--- config.mk ---
export PLATFORM = sky130hd
export DESIGN_NAME = lld_dma_channel
export DESIGN_NICKNAME = d
export VERILOG_FILES = /design/src/rtl/lld_dma_pkg.sv /design/src/rtl/lld_dma_burst.sv /design/src/rtl/lld_dma_regs.sv /design/src/rtl/lld_dma_engine.sv /design/src/rtl/lld_dma_channel.sv
export SDC_FILE = /design/constraint.sdc
export NUM_CORES = 1
export LEC_CHECK = 0
export ABC_AREA = 1
export BUFFER_PORTS_ARGS = -buffer_cell sky130_fd_sc_hd__buf_2
export CORE_AREA = 3 3 233 235
export CTS_BUF_LIST = sky130_fd_sc_hd__clkbuf_16
export DETAILED_ROUTE_END_ITERATION = 8
export DIE_AREA = 0 0 236 238
export MAX_ROUTING_LAYER = met4
export SYNTH_ARGS = -nofsm -noshare
export SYNTH_HDL_FRONTEND = slang
export SYNTH_SLANG_ARGS = --single-unit
--- constraint.sdc ---
create_clock -name clk -period 9.2 [get_ports clk]
set_input_delay 1.38 -clock clk [delete_from_list [all_inputs] [get_ports clk]]
set_output_delay 1.38 -clock clk [all_outputs]
set_load 0.01 [all_outputs]
--- src/rtl/lld_dma_pkg.sv ---
package lld_dma_pkg;
  localparam int unsigned AW         = 32;
  localparam int unsigned DW         = 32;
  localparam int unsigned CNT_W      = 16;
  localparam int unsigned CHK_W      = 3;
  localparam int unsigned DESC_WORDS = 5;
  localparam int unsigned IDX_W      = $clog2(DESC_WORDS);
  localparam int unsigned RIDX_W     = 3;

  // control word A field positions
  localparam int unsigned CA_CNT_LSB = 0;
  localparam int unsigned CA_CHK_LSB = 16;
  localparam int unsigned CA_SW_LSB  = 24;
  localparam int unsigned CA_DW_LSB  = 28;

  // control word B bits
  localparam int unsigned CB_SRC_HOLD = 0;
  localparam int unsigned CB_DST_HOLD = 1;

  // register indices
  localparam logic [RIDX_W-1:0] RI_DPTR = 3'd0;
  localparam logic [RIDX_W-1:0] RI_EN   = 3'd1;
  localparam logic [RIDX_W-1:0] RI_STAT = 3'd2;
  localparam logic [RIDX_W-1:0] RI_SA   = 3'd3;
  localparam logic [RIDX_W-1:0] RI_DA   = 3'd4;
  localparam logic [RIDX_W-1:0] RI_CTLA = 3'd5;
  localparam logic [RIDX_W-1:0] RI_CTLB = 3'd6;

  typedef enum logic [2:0] {
    ST_IDLE, ST_FETCH, ST_DECIDE, ST_WAITREQ, ST_RD, ST_WR, ST_LINK
  } eng_state_t;
endpackage

--- src/rtl/lld_dma_burst.sv ---
module lld_dma_burst #(
  parameter int unsigned CNT_W = 16,
  parameter int unsigned CHK_W = 3
) (
  input  logic [CNT_W-1:0] remain,
  input  logic [CHK_W-1:0] chunk_code,
  output logic [CNT_W:0]   beats
);
  logic [CNT_W:0] chunk_beats;
  logic [CNT_W:0] remain_ext;

  always_comb begin
    chunk_beats = {{CNT_W{1'b0}}, 1'b1} << chunk_code;
    remain_ext  = {1'b0, remain};
    beats       = (remain_ext < chunk_beats) ? remain_ext : chunk_beats;
  end
endmodule

--- src/rtl/lld_dma_regs.sv ---
module lld_dma_regs
  import lld_dma_pkg::*;
(
  input  logic              clk,
  input  logic              rst_n,
  input  logic              reg_wr,
  input  logic              reg_rd,
  input  logic [RIDX_W-1:0] reg_addr,
  input  logic [DW-1:0]     reg_wdata,
  output logic [DW-1:0]     reg_rdata,
  input  logic              busy,
  input  logic              done_p,
  input  logic              err_p,
  input  logic [AW-1:0]     ptr,
  input  logic [AW-1:0]     sa,
  input  logic [AW-1:0]     da,
  input  logic [DW-1:0]     ctla,
  input  logic [DW-1:0]     ctlb,
  output logic              start,
  output logic              sw_dptr_we,
  output logic              sw_ctlb_we
);
  logic [1:0] stat_q, stat_d;
  logic       stat_rc;

  always_comb begin
    start      = reg_wr && (reg_addr == RI_EN) && reg_wdata[0] && !busy;
    sw_dptr_we = reg_wr && (reg_addr == RI_DPTR) && !busy;
    sw_ctlb_we = reg_wr && (reg_addr == RI_CTLB) && !busy;
    stat_rc    = reg_rd && (reg_addr == RI_STAT);
    stat_d     = (stat_rc ? 2'b00 : stat_q) | {err_p, done_p};
  end

  always_ff @(posedge clk or negedge rst_n) begin
    if (!rst_n) stat_q <= 2'b00;
    else        stat_q <= stat_d;
  end

  always_comb begin
    case (reg_addr)
      RI_DPTR: reg_rdata = ptr;
      RI_EN:   reg_rdata = {{(DW-1){1'b0}}, busy};
      RI_STAT: reg_rdata = {{(DW-2){1'b0}}, stat_q};
      RI_SA:   reg_rdata = sa;
      RI_DA:   reg_rdata = da;
      RI_CTLA: reg_rdata = ctla;
      RI_CTLB: reg_rdata = ctlb;
      default: reg_rdata = '0;
    endcase
  end

  assert_status_rc_R8: assert property (@(posedge clk) disable iff (!rst_n)
    (stat_rc && !done_p && !err_p) |=> (stat_q == 2'b00));
  assert_start_idle_R12: assert property (@(posedge clk) disable iff (!rst_n)
    (reg_wr && busy) |-> !start);
endmodule

--- src/rtl/lld_dma_engine.sv ---
module lld_dma_engine
  import lld_dma_pkg::*;
(
  input  logic          clk,
  input  logic          rst_n,
  input  logic          start,
  input  logic          sw_dptr_we,
  input  logic          sw_ctlb_we,
  input  logic [DW-1:0] sw_wdata,
  output logic          mem_req,
  output logic          mem_we,
  output logic [AW-1:0] mem_addr,
  output logic [DW-1:0] mem_wdata,
  input  logic          mem_ack,
  input  logic          mem_err,
  input  logic [DW-1:0] mem_rdata,
  input  logic          per_req,
  output logic          per_ack,
  output logic          busy,
  output logic          done_p,
  output logic          err_p,
  output logic [AW-1:0] ptr,
  output logic [AW-1:0] sa,
  output logic [AW-1:0] da,
  output logic [DW-1:0] ctla,
  output logic [DW-1:0] ctlb
);
  eng_state_t       state_q, state_d;
  logic [AW-1:0]    ptr_q, ptr_d, sa_q, sa_d, da_q, da_d, nxt_q, nxt_d;
  logic [DW-1:0]    ctla_q, ctla_d, ctlb_q, ctlb_d, data_q, data_d;
  logic [IDX_W-1:0] idx_q, idx_d;
  logic [CNT_W-1:0] remain_q, remain_d;
  logic [CNT_W:0]   beat_q, beat_d, burst_beats;
  logic [CNT_W-1:0] cnt;
  logic [CHK_W-1:0] chk;
  logic [AW-1:0]    sstep, dstep;

  assign cnt   = ctla_q[CA_CNT_LSB +: CNT_W];
  assign chk   = ctla_q[CA_CHK_LSB +: CHK_W];
  assign sstep = {{(AW-1){1'b0}}, 1'b1} << ctla_q[CA_SW_LSB +: 2];
  assign dstep = {{(AW-1){1'b0}}, 1'b1} << ctla_q[CA_DW_LSB +: 2];

  lld_dma_burst #(.CNT_W(CNT_W), .CHK_W(CHK_W)) burst_i (
    .remain(remain_q), .chunk_code(chk), .beats(burst_beats)
  );

  always_comb begin
    state_d = state_q; ptr_d = ptr_q; sa_d = sa_q; da_d = da_q; nxt_d = nxt_q;
    ctla_d = ctla_q; ctlb_d = ctlb_q; data_d = data_q; idx_d = idx_q;
    remain_d = remain_q; beat_d = beat_q;
    mem_req = 1'b0; mem_we = 1'b0; mem_addr = '0; mem_wdata = data_q;
    per_ack = 1'b0; done_p = 1'b0; err_p = 1'b0;
    case (state_q)
      ST_IDLE: begin
        if (sw_dptr_we) ptr_d = sw_wdata;
        if (sw_ctlb_we) ctlb_d = sw_wdata;
        if (start) begin
          if (ptr_q[1:0] != 2'b00) err_p = 1'b1;
          else begin state_d = ST_FETCH; idx_d = '0; end
        end
      end
      ST_FETCH: begin
        mem_req  = 1'b1;
        mem_addr = ptr_q + {{(AW-IDX_W-2){1'b0}}, idx_q, 2'b00};
        if (mem_ack) begin
          if (mem_err) begin err_p = 1'b1; state_d = ST_IDLE; end
          else begin
            case (idx_q)
              3'd0:    sa_d   = mem_rdata;
              3'd1:    da_d   = mem_rdata;
              3'd2:    ctla_d = mem_rdata;
              3'd3:    ctlb_d = mem_rdata;
              default: nxt_d  = mem_rdata;
            endcase
            if (idx_q == IDX_W'(DESC_WORDS-1)) state_d = ST_DECIDE;
            else idx_d = idx_q + 1'b1;
          end
        end
      end
      ST_DECIDE: begin
        remain_d = cnt;
        state_d  = (cnt == '0) ? ST_LINK : ST_WAITREQ;
      end
      ST_WAITREQ: begin
        if (per_req) begin beat_d = burst_beats; state_d = ST_RD; end
      end
      ST_RD: begin
        mem_req  = 1'b1;
        mem_addr = sa_q;
        if (mem_ack) begin
          if (mem_err) begin err_p = 1'b1; state_d = ST_IDLE; end
          else begin data_d = mem_rdata; state_d = ST_WR; end
        end
      end
      ST_WR: begin
        mem_req  = 1'b1;
        mem_we   = 1'b1;
        mem_addr = da_q;
        if (mem_ack) begin
          if (mem_err) begin err_p = 1'b1; state_d = ST_IDLE; end
          else begin
            if (!ctlb_q[CB_SRC_HOLD]) sa_d = sa_q + sstep;
            if (!ctlb_q[CB_DST_HOLD]) da_d = da_q + dstep;
            remain_d = remain_q - 1'b1;
            beat_d   = beat_q - 1'b1;
            per_ack  = (beat_q == {{CNT_W{1'b0}}, 1'b1});
            if (remain_q == {{(CNT_W-1){1'b0}}, 1'b1}) state_d = ST_LINK;
            else if (beat_q == {{CNT_W{1'b0}}, 1'b1}) state_d = ST_WAITREQ;
            else state_d = ST_RD;
          end
        end
      end
      ST_LINK: begin
        ptr_d = nxt_q;
        if (nxt_q == '0) begin done_p = 1'b1; state_d = ST_IDLE; end
        else if (nxt_q[1:0] != 2'b00) begin err_p = 1'b1; state_d = ST_IDLE; end
        else begin state_d = ST_FETCH; idx_d = '0; end
      end
      default: state_d = ST_IDLE;
    endcase
  end

  always_ff @(posedge clk or negedge rst_n) begin
    if (!rst_n) begin
      state_q <= ST_IDLE; ptr_q <= '0; sa_q <= '0; da_q <= '0; nxt_q <= '0;
      ctla_q <= '0; ctlb_q <= '0; data_q <= '0; idx_q <= '0;
      remain_q <= '0; beat_q <= '0;
    end else begin
      state_q <= state_d; ptr_q <= ptr_d; sa_q <= sa_d; da_q <= da_d; nxt_q <= nxt_d;
      ctla_q <= ctla_d; ctlb_q <= ctlb_d; data_q <= data_d; idx_q <= idx_d;
      remain_q <= remain_d; beat_q <= beat_d;
    end
  end

  assign busy = (state_q != ST_IDLE);
  assign ptr  = ptr_q;
  assign sa   = sa_q;
  assign da   = da_q;
  assign ctla = ctla_q;
  assign ctlb = ctlb_q;

  assert_fetch_aligned_R9: assert property (@(posedge clk) disable iff (!rst_n)
    (state_q == ST_FETCH) |-> (mem_addr[1:0] == 2'b00));
  assert_no_zero_beat_R4: assert property (@(posedge clk) disable iff (!rst_n)
    (state_q == ST_RD || state_q == ST_WR) |-> (remain_q != '0));
  assert_burst_bound_R6: assert property (@(posedge clk) disable iff (!rst_n)
    (state_q == ST_RD) |-> (beat_q != '0 && beat_q <= ({{CNT_W{1'b0}}, 1'b1} << chk)));
  assert_ack_on_write_R6: assert property (@(posedge clk) disable iff (!rst_n)
    per_ack |-> (mem_we && mem_ack));
  assert_src_hold_R7: assert property (@(posedge clk) disable iff (!rst_n)
    (state_q == ST_WR && mem_ack && !mem_err && ctlb_q[CB_SRC_HOLD]) |=> $stable(sa_q));
  assert_end_reason_R5: assert property (@(posedge clk) disable iff (!rst_n)
    $fell(busy) |-> $past(done_p || err_p));
endmodule

--- src/rtl/lld_dma_channel.sv ---
module lld_dma_channel
  import lld_dma_pkg::*;
(
  input  logic              clk,
  input  logic              rst_n,
  input  logic              reg_wr,
  input  logic              reg_rd,
  input  logic [RIDX_W-1:0] reg_addr,
  input  logic [DW-1:0]     reg_wdata,
  output logic [DW-1:0]     reg_rdata,
  output logic              mem_req,
  output logic              mem_we,
  output logic [AW-1:0]     mem_addr,
  output logic [DW-1:0]     mem_wdata,
  input  logic              mem_ack,
  input  logic              mem_err,
  input  logic [DW-1:0]     mem_rdata,
  input  logic              per_req,
  output logic              per_ack
);
  logic [1:0]    rst_sync_q;
  logic          rst_n_i;
  logic          start, sw_dptr_we, sw_ctlb_we, busy, done_p, err_p;
  logic [AW-1:0] ptr, sa, da;
  logic [DW-1:0] ctla, ctlb;

  always_ff @(posedge clk or negedge rst_n) begin
    if (!rst_n) rst_sync_q <= 2'b00;
    else        rst_sync_q <= {rst_sync_q[0], 1'b1};
  end
  assign rst_n_i = rst_sync_q[1];

  lld_dma_regs regs_i (
    .clk(clk), .rst_n(rst_n_i), .reg_wr(reg_wr), .reg_rd(reg_rd),
    .reg_addr(reg_addr), .reg_wdata(reg_wdata), .reg_rdata(reg_rdata),
    .busy(busy), .done_p(done_p), .err_p(err_p), .ptr(ptr), .sa(sa), .da(da),
    .ctla(ctla), .ctlb(ctlb), .start(start), .sw_dptr_we(sw_dptr_we),
    .sw_ctlb_we(sw_ctlb_we)
  );

  lld_dma_engine eng_i (
    .clk(clk), .rst_n(rst_n_i), .start(start), .sw_dptr_we(sw_dptr_we),
    .sw_ctlb_we(sw_ctlb_we), .sw_wdata(reg_wdata), .mem_req(mem_req),
    .mem_we(mem_we), .mem_addr(mem_addr), .mem_wdata(mem_wdata),
    .mem_ack(mem_ack), .mem_err(mem_err), .mem_rdata(mem_rdata),
    .per_req(per_req), .per_ack(per_ack), .busy(busy), .done_p(done_p),
    .err_p(err_p), .ptr(ptr), .sa(sa), .da(da), .ctla(ctla), .ctlb(ctlb)
  );
endmodule

==> results of run 1 <==
## stage by stage
stage | util | hold WS (ns) | area, sq um | cells
6_report | 0.374 | 0.345 | 19600 | 3311
5_1_grt | 0.374 | 0.352 | 19600 | 3311
4_1_cts | 0.374 | 0.349 | 19600 | 3311
3_5_place_dp | 0.355 | 0.336 | 18600 | 3249
3_3_place_gp | 0.355 | 0.337 | 18600 | 3249
2_1_floorplan | - | 0.331 | 17300 | 2485
## synth_stat cells (34+ instances only)
cell type / instances
dfrtp_1: 267
nor3_1: 34
o21ai_1: 44
nand2_1: 642
nor2_1: 223
a21oi_1: 73
o21ai_0: 231
buf_2: 52
o211ai_1: 76
clkbuf_1: 46
nand4_1: 56
inv_1: 354
nand3_1: 144
o22ai_1: 46
## cells by family after synthesis
group | after synthesis
xor gates and xnor gates | 18
AOI/OAI and AO/OA | 552
DFF | 267
other | 1
adders and majority gates | 30
and+or+nand+nor | 1144
buffers and inverters | 473
## how the worst min path moves through the flow
stage	from	to	slack, ns	cells after the start
detailed placement	rst_sync_q[0]$_DFF_PN0_	rst_sync_q[1]$_DFF_PN0_	0.34	0
CTS	rst_sync_q[0]$_DFF_PN0_	rst_sync_q[1]$_DFF_PN0_	0.35	0
floorplan	rst_sync_q[0]$_DFF_PN0_	rst_sync_q[1]$_DFF_PN0_	0.33	0
global placement	rst_sync_q[0]$_DFF_PN0_	rst_sync_q[1]$_DFF_PN0_	0.34	0
finish	rst_sync_q[0]$_DFF_PN0_	rst_sync_q[1]$_DFF_PN0_	0.34	0
global route	rst_sync_q[0]$_DFF_PN0_	rst_sync_q[1]$_DFF_PN0_	0.35	0
## cell type report
cell class                 instances  share of cell area
clock inverter                    27             0.00721
clock buffer                      35              0.0446
inverter                         365              0.0701
sequential                       267               0.341
multi-input combinational       1745               0.444
tap                              688              0.0439
timing repair buffer             184              0.0491
## report_power, final
| part | total (W) | switching, W | internal [W] |
|---|---|---|---|
| Sequential | 0.00216 | 0.000554 | 0.00161 |
| Combinational | 0.00302 | 0.00210 | 0.000918 |
| Clock | 0.00125 | 0.000558 | 0.000694 |
## flip-flops by register name (all words and copies together) (netlist names)
register         flops
eng_i.beat_q        17
eng_i.ctla          32
eng_i.ctlb          32
eng_i.da            32
eng_i.idx_q          3
eng_i.mem_wdata     32
eng_i.nxt_q         32
eng_i.ptr           32
eng_i.remain_q      16
eng_i.sa            32
eng_i.state_q        3
regs_i.stat_q        2
rst_sync_q           2
## per-layer routing
metal | track usage | part of all wire
met3 | 0.0462 | 0.083
met4 | 0.0824 | 0.036
met2 | 0.390 | 0.43
met5 | - | 0
met1 | 0.361 | 0.45
==> out/metrics.cfg, run 1 <==
[global_route]
grt_pass1_wl_microns = 108000
grt_max_degree = 159
gr-total-overflow = 0
grt_usage = 0.261
grt_pass1_vias = 16800
antenna_found_initial = 0

[setup_path]
reg2reg_to = eng_i.mem_wdata[31]$_DFFE_PN0P_
crit_arrival_ns = 3.69
worstPathCellList = nor2_4 -> nand2_4 -> inv_2 -> buf_4 -> nand2_1 -> o211ai_1 -> buf_2
timing.critical_path.from = eng_i.state_q[1]$_DFFE_PN0P_
reg2reg_slack_ns = 5.83
critPathKind = reg2out
end_kind = output pin
cp_max_fo = 49
worstPathRequired_ns = 7.82
critPathTopFamily = buffers and inverters
cp_slowest_cell = inv_2
max_stage_delay_ns = 0.84
reg2regPathDepth = 5
critPathCapture = mem_addr[18]
reg2reg_from = eng_i.state_q[1]$_DFFE_PN0P_
path_depth = 7
critPathLaunchType = register
cp_num_buf_inv = 3

[floorplanning]
core-area_sq_mm = 0.0524
die_width_microns = 236
rows = 84
fp.dieH_microns = 238
die_area_sq_mm = 0.0562
io_pins = 173
start_util = 0.330

[sta]
setup_tns_ns = 0
finalSetupViolations = 0
fmax_mhz = 197
fin_crit_sh = 0.551
fin_ws_ns = 4.13
relSlewSlack = 0.220
min_period_ns = 5.07
finClkSkew_ns = 0.0159
rsz0062_at_grt = no
finalMaxSlewViolations = 0
hold_viol = 0
tightest_slew_ns = 1.17

[clock_tree]
clkLatencyLatePin_ns = 0.55
cts_hold_buffers = 0
cts_buffers = 34
clock_sinks = 267
cts_tree = built
cts.path.max_buffers = 3
cts-resized-gates = 0
cts-root-buf = clkbuf_16
htreeDepth = 2
cts_setup_buffers = 0
clkTransAtPathRegs_ns = 0.06

[final_layout]
regArea_sq_mm = 0.00669
syn2layout_area_growth_pct = 13.5
most-common-layout-cells = 640 x nand2_1, 364 x inv_1, 266 x dfrtp_1
multi_input_area_sq_mm = 0.00872
drive_above_1_share = 0.108
n_antenna_cell = 0
final_common_cell = nand2_1
fin_nets = 2701
fill_cells = 5596

[synthesis]
synth.area.mux_share = 0
synth_seq_cells = 267
netlist_instances = 2485
synth_edf_count = 0
synth.top_cell.area_share = 0.387
synth-seq-area-share = 0.387
synth-simple-area-share = 0.282
ys_async_sr_fraction = 1.00
synthAdderAreaFrac = 0.0230
synth-compound-area-share = 0.189
syn_avg_cell_area_sq_um = 6.95
yosysTopAreaCell = dfrtp_1
ys.flop_type = dfrtp_1
synth_fp_nets = 2589
synth.area.top_cells = dfrtp_1 39%, nand2_1 14%, inv_1 7.7%, o21ai_0 6.7%, nor2_1 4.8%
ys_types = 56
yosysWarningCount = 0
synth-xor-area-share = 0.00912
synth_top_family_by_area = simple AND/OR/NAND/NOR gates
syn_area_sq_mm = 0.0173

[route]
viasPerCell = 5.48
drc_errors = 0
wl_microns = 73600
drtIter0Drc = 1884
first_pass_iters = 6
via_count = 18100
post_drt_wl_per_cell_microns = 22.2
ant_nets = 0

[placement]
dp_slack_ns = 4.53
io_buffers = 172
gp_congestion = 0.983
dp_hpwl_microns = 55900

[pwr]
ir_worst_vdd_mv = 0.227
leakagePower_nw = 9.39
cellPowerDensity_mw_per_mm2 = 328
power_w = 0.00643

[job]
drv_cap = 0

[status]
status = completed

[worst_hold_path]
hold_class = reg2reg

(Power assumes the default switching activity.)
==> run 2, diff against run 1 <==
ABC_AREA = 0   (was 1)
CORE_AREA = 3 3 226 228   (was 3 3 233 235)
DIE_AREA = 0 0 229 231   (was 0 0 236 238)
clock period = 4.55 ns   (was 9.2 ns; I/O delays follow)
==> out/metrics.cfg, run 2 <==
[final_layout]
fill_cells = 4981  ; -11%
syn2layout_area_growth_pct = 16.1
drive_above_1_share = 0.213  ; +0.106
most-common-layout-cells = 265 x dfrtp_1, 205 x a21oi_1, 173 x nor2_1
final_common_cell = dfrtp_1
finalNonFillerCells = 2557  ; -23%
postLayoutCoreUtil = 0.384  ; +0.00943
fin_nets = 1976  ; -27%
regArea_sq_mm = 0.00669  ; about the same
n_antenna_cell = 0  ; unchanged
multi_input_area_sq_mm = 0.00887  ; +1.7%

[clock_tree]
htreeDepth = 2  ; unchanged
cts-resized-gates = 0  ; unchanged
clock_sinks = 267  ; unchanged
cts.path.max_buffers = 3  ; unchanged
clkTransAtPathRegs_ns = 0.06  ; about the same
cts-root-buf = clkbuf_16
cts_tree = built
clkLatencyLatePin_ns = 0.53  ; -0.02 ns
cts_buffers = 34  ; unchanged

[placement]
io_buffers = 172  ; unchanged
placed_cells = 2499  ; -23%
dp_slack_ns = 0.973  ; -3.56 ns
dp_hpwl_microns = 43500  ; -22%
gp_congestion = 0.936  ; -4.8%

[sta]
fin_ws_ns = 0.645  ; -3.48 ns
finalSetupViolations = 0  ; unchanged
rsz0062_at_grt = no
min_period_ns = 3.90
relSlewSlack = 0.231  ; +0.0112
setup_tns_ns = 0  ; unchanged
hold_viol = 0  ; unchanged
fin_crit_sh = 0.858
fmax_mhz = 256
finalMaxSlewViolations = 0  ; unchanged
finClkSkew_ns = 0.0113  ; -0.00461 ns
tightest_slew_ns = 1.15  ; -0.0207 ns

[pwr]
power_w = 0.0128  ; +100%
leakagePower_nw = 8.70  ; -7.4%
ir_worst_vdd_mv = 0.312  ; +38%
cellPowerDensity_mw_per_mm2 = 683  ; +110%

[synthesis]
synth-seq-area-share = 0.412  ; +0.0257
netlist_instances = 1751  ; -30%
synth_edf_count = 0  ; unchanged
ys_types = 82  ; +46%
synth_fp_nets = 1855  ; -28%
yosysTopAreaCell = dfrtp_1
syn_avg_cell_area_sq_um = 9.26  ; +33%
syn_area_sq_mm = 0.0162  ; -6.2%
synth.area.top_cells = dfrtp_1 41%, mux2i_1 7.6%, mux2_2 7.5%, a21oi_1 6.3%, nor2_1 4.0%
synth.top_cell.area_share = 0.412  ; +0.0257
ys.flop_type = dfrtp_1
yosysMostFrequentCell = dfrtp_1
synth_common_cells = 267 x dfrtp_1, 205 x a21oi_1, 174 x nor2_1
synth_seq_cells = 267  ; unchanged
yosysWarningCount = 0  ; unchanged
ys_async_sr_fraction = 1.00  ; unchanged

[global_route]
gr-total-overflow = 0  ; unchanged
grt_usage = 0.230  ; -0.0313
grtUsageMet2 = 0.366  ; -0.0237
grt_pass1_vias = 14600  ; -13%
grt_util_met1 = 0.291  ; -0.0697
antenna_found_initial = 0  ; unchanged
grt_util_met3 = 0.0368  ; -0.00946
grt_pass1_wl_microns = 91900  ; -15%
grt.busiest_layer = met2
grt_max_degree = 120  ; -25%

[route]
wl_microns = 60700  ; -18%
viasPerCell = 5.82  ; +6.3%
via_count = 14900  ; -18%
first_pass_iters = 7  ; +1
drtIter0Drc = 1243  ; -34%
ant_nets = 0  ; unchanged
post_drt_wl_per_cell_microns = 23.7  ; +6.7%
drc_errors = 0  ; unchanged

[setup_path]
worstPathRequired_ns = 3.87  ; -3.95 ns
critPathKind = reg2out
reg2reg_from = eng_i.state_q[2]$_DFFE_PN0P_
end_kind = output pin
cp_max_fo = 8  ; -84%
critPathLaunchType = register
timing.critical_path.from = eng_i.idx_q[1]$_DFFE_PN0P_
crit_arrival_ns = 3.22  ; -0.47 ns

[job]
drv_cap = 0  ; unchanged

[worst_hold_path]
hold_class = reg2async

[status]
status = completed

[floorplanning]
io_pins = 173  ; unchanged
fp.dieH_microns = 231  ; -2.9%
rows = 81  ; -3.6%
core-area_sq_mm = 0.0491  ; -6.5%
start_util = 0.330  ; +0.000860
die_area_sq_mm = 0.0529  ; -5.8%
die_width_microns = 229  ; -3.0%

[run 2: cell types whose count changed in the layout (fill, tap and decap cells not counted), moves of 36 or more]
cell	previous run	this run
a21oi_1	73	205
inv_1	364	39
mux2_2	0	108
mux2i_1	0	123
nand2_1	640	109
nand3_1	144	41
nand4_1	56	20
nor2_1	223	173
o211ai_1	76	5
o21ai_0	231	105
o21ai_1	44	3
[run 2: what timing repair did]
action | in CTS | in global routing
hold buffers | 1 | 0
setup endpoints to repair | 0 | 0
setup buffers | 0 | 0
hold endpoints to repair | 2 | 0
[run 2: power by group]
group | switching (W) | leakage (nW) | internal [W]
sequential | 0.00138 | 3.35 | 0.00338
combinational | 0.00306 | 4.80 | 0.00230
clock | 0.00110 | 0.551 | 0.00162
[run 2: layout make-up]
cell class,count,area share
Timing Repair Buffer,213,0.0642
Clock inverter,22,0.0110
Clock buffer,35,0.0466
Tap cell,664,0.0442
Sequential cell,267,0.355
Multi-Input combinational cell,1321,0.471
Inverter,35,0.00712
[run 2: path summary, 6_finish.rpt]
kind / end / slack, ns / cells past startpoint
max: mem_addr[11] / 0.65 / 8
min: eng_i.mem_wdata[20]$_DFFE_PN0P_ / 0.29 / 0
max reg2reg: eng_i.da[31]$_DFFE_PN0P_ / 1.57 / 8
min reg2reg: eng_i.mem_wdata[20]$_DFFE_PN0P_ / 0.29 / 0
max in group asynchronous: eng_i.mem_wdata[29]$_DFFE_PN0P_ / 3.19 / 1
min in group clk: rst_sync_q[1]$_DFF_PN0_ / 0.35 / 0
[run 2: per-layer routing]
layer,up-vias,wire [microns]
met5,-,0
met4,0,2950
met3,150,3890
met2,627,28400
met1,7389,25400
li1,6723,-
[run 2: critical path: stages, from the launching register on]
cell	delay, ns
dfrtp_1	0.44
ha_1	0.31
a21o_1	0.11
a21oi_1	0.11
nor2_1	0.75
nand2_1	0.26
xor2_1	0.20
o22ai_1	0.30
buf_2	0.20
[run 2: metrics by stage]
step / hold slack (ns) / area (sq um)
2_1_floorplan: 0.331 / 16200
3_3_place_gp: 0.304 / 17700
3_5_place_dp: 0.305 / 17700
4_1_cts: 0.312 / 18800
5_1_grt: 0.334 / 18800
6_report: 0.291 / 18800
[run 2: cells by family after synthesis]
kind of cell             synth area share
buffers and inverters              0.0425
AO/OA/AOI/OAI                       0.203
AND/OR/NAND/NOR                     0.145
XOR/XNOR                           0.0173
multiplexers                        0.154
other                            0.000231
adder cells (fa/ha/maj)            0.0246
flip-flops                          0.412
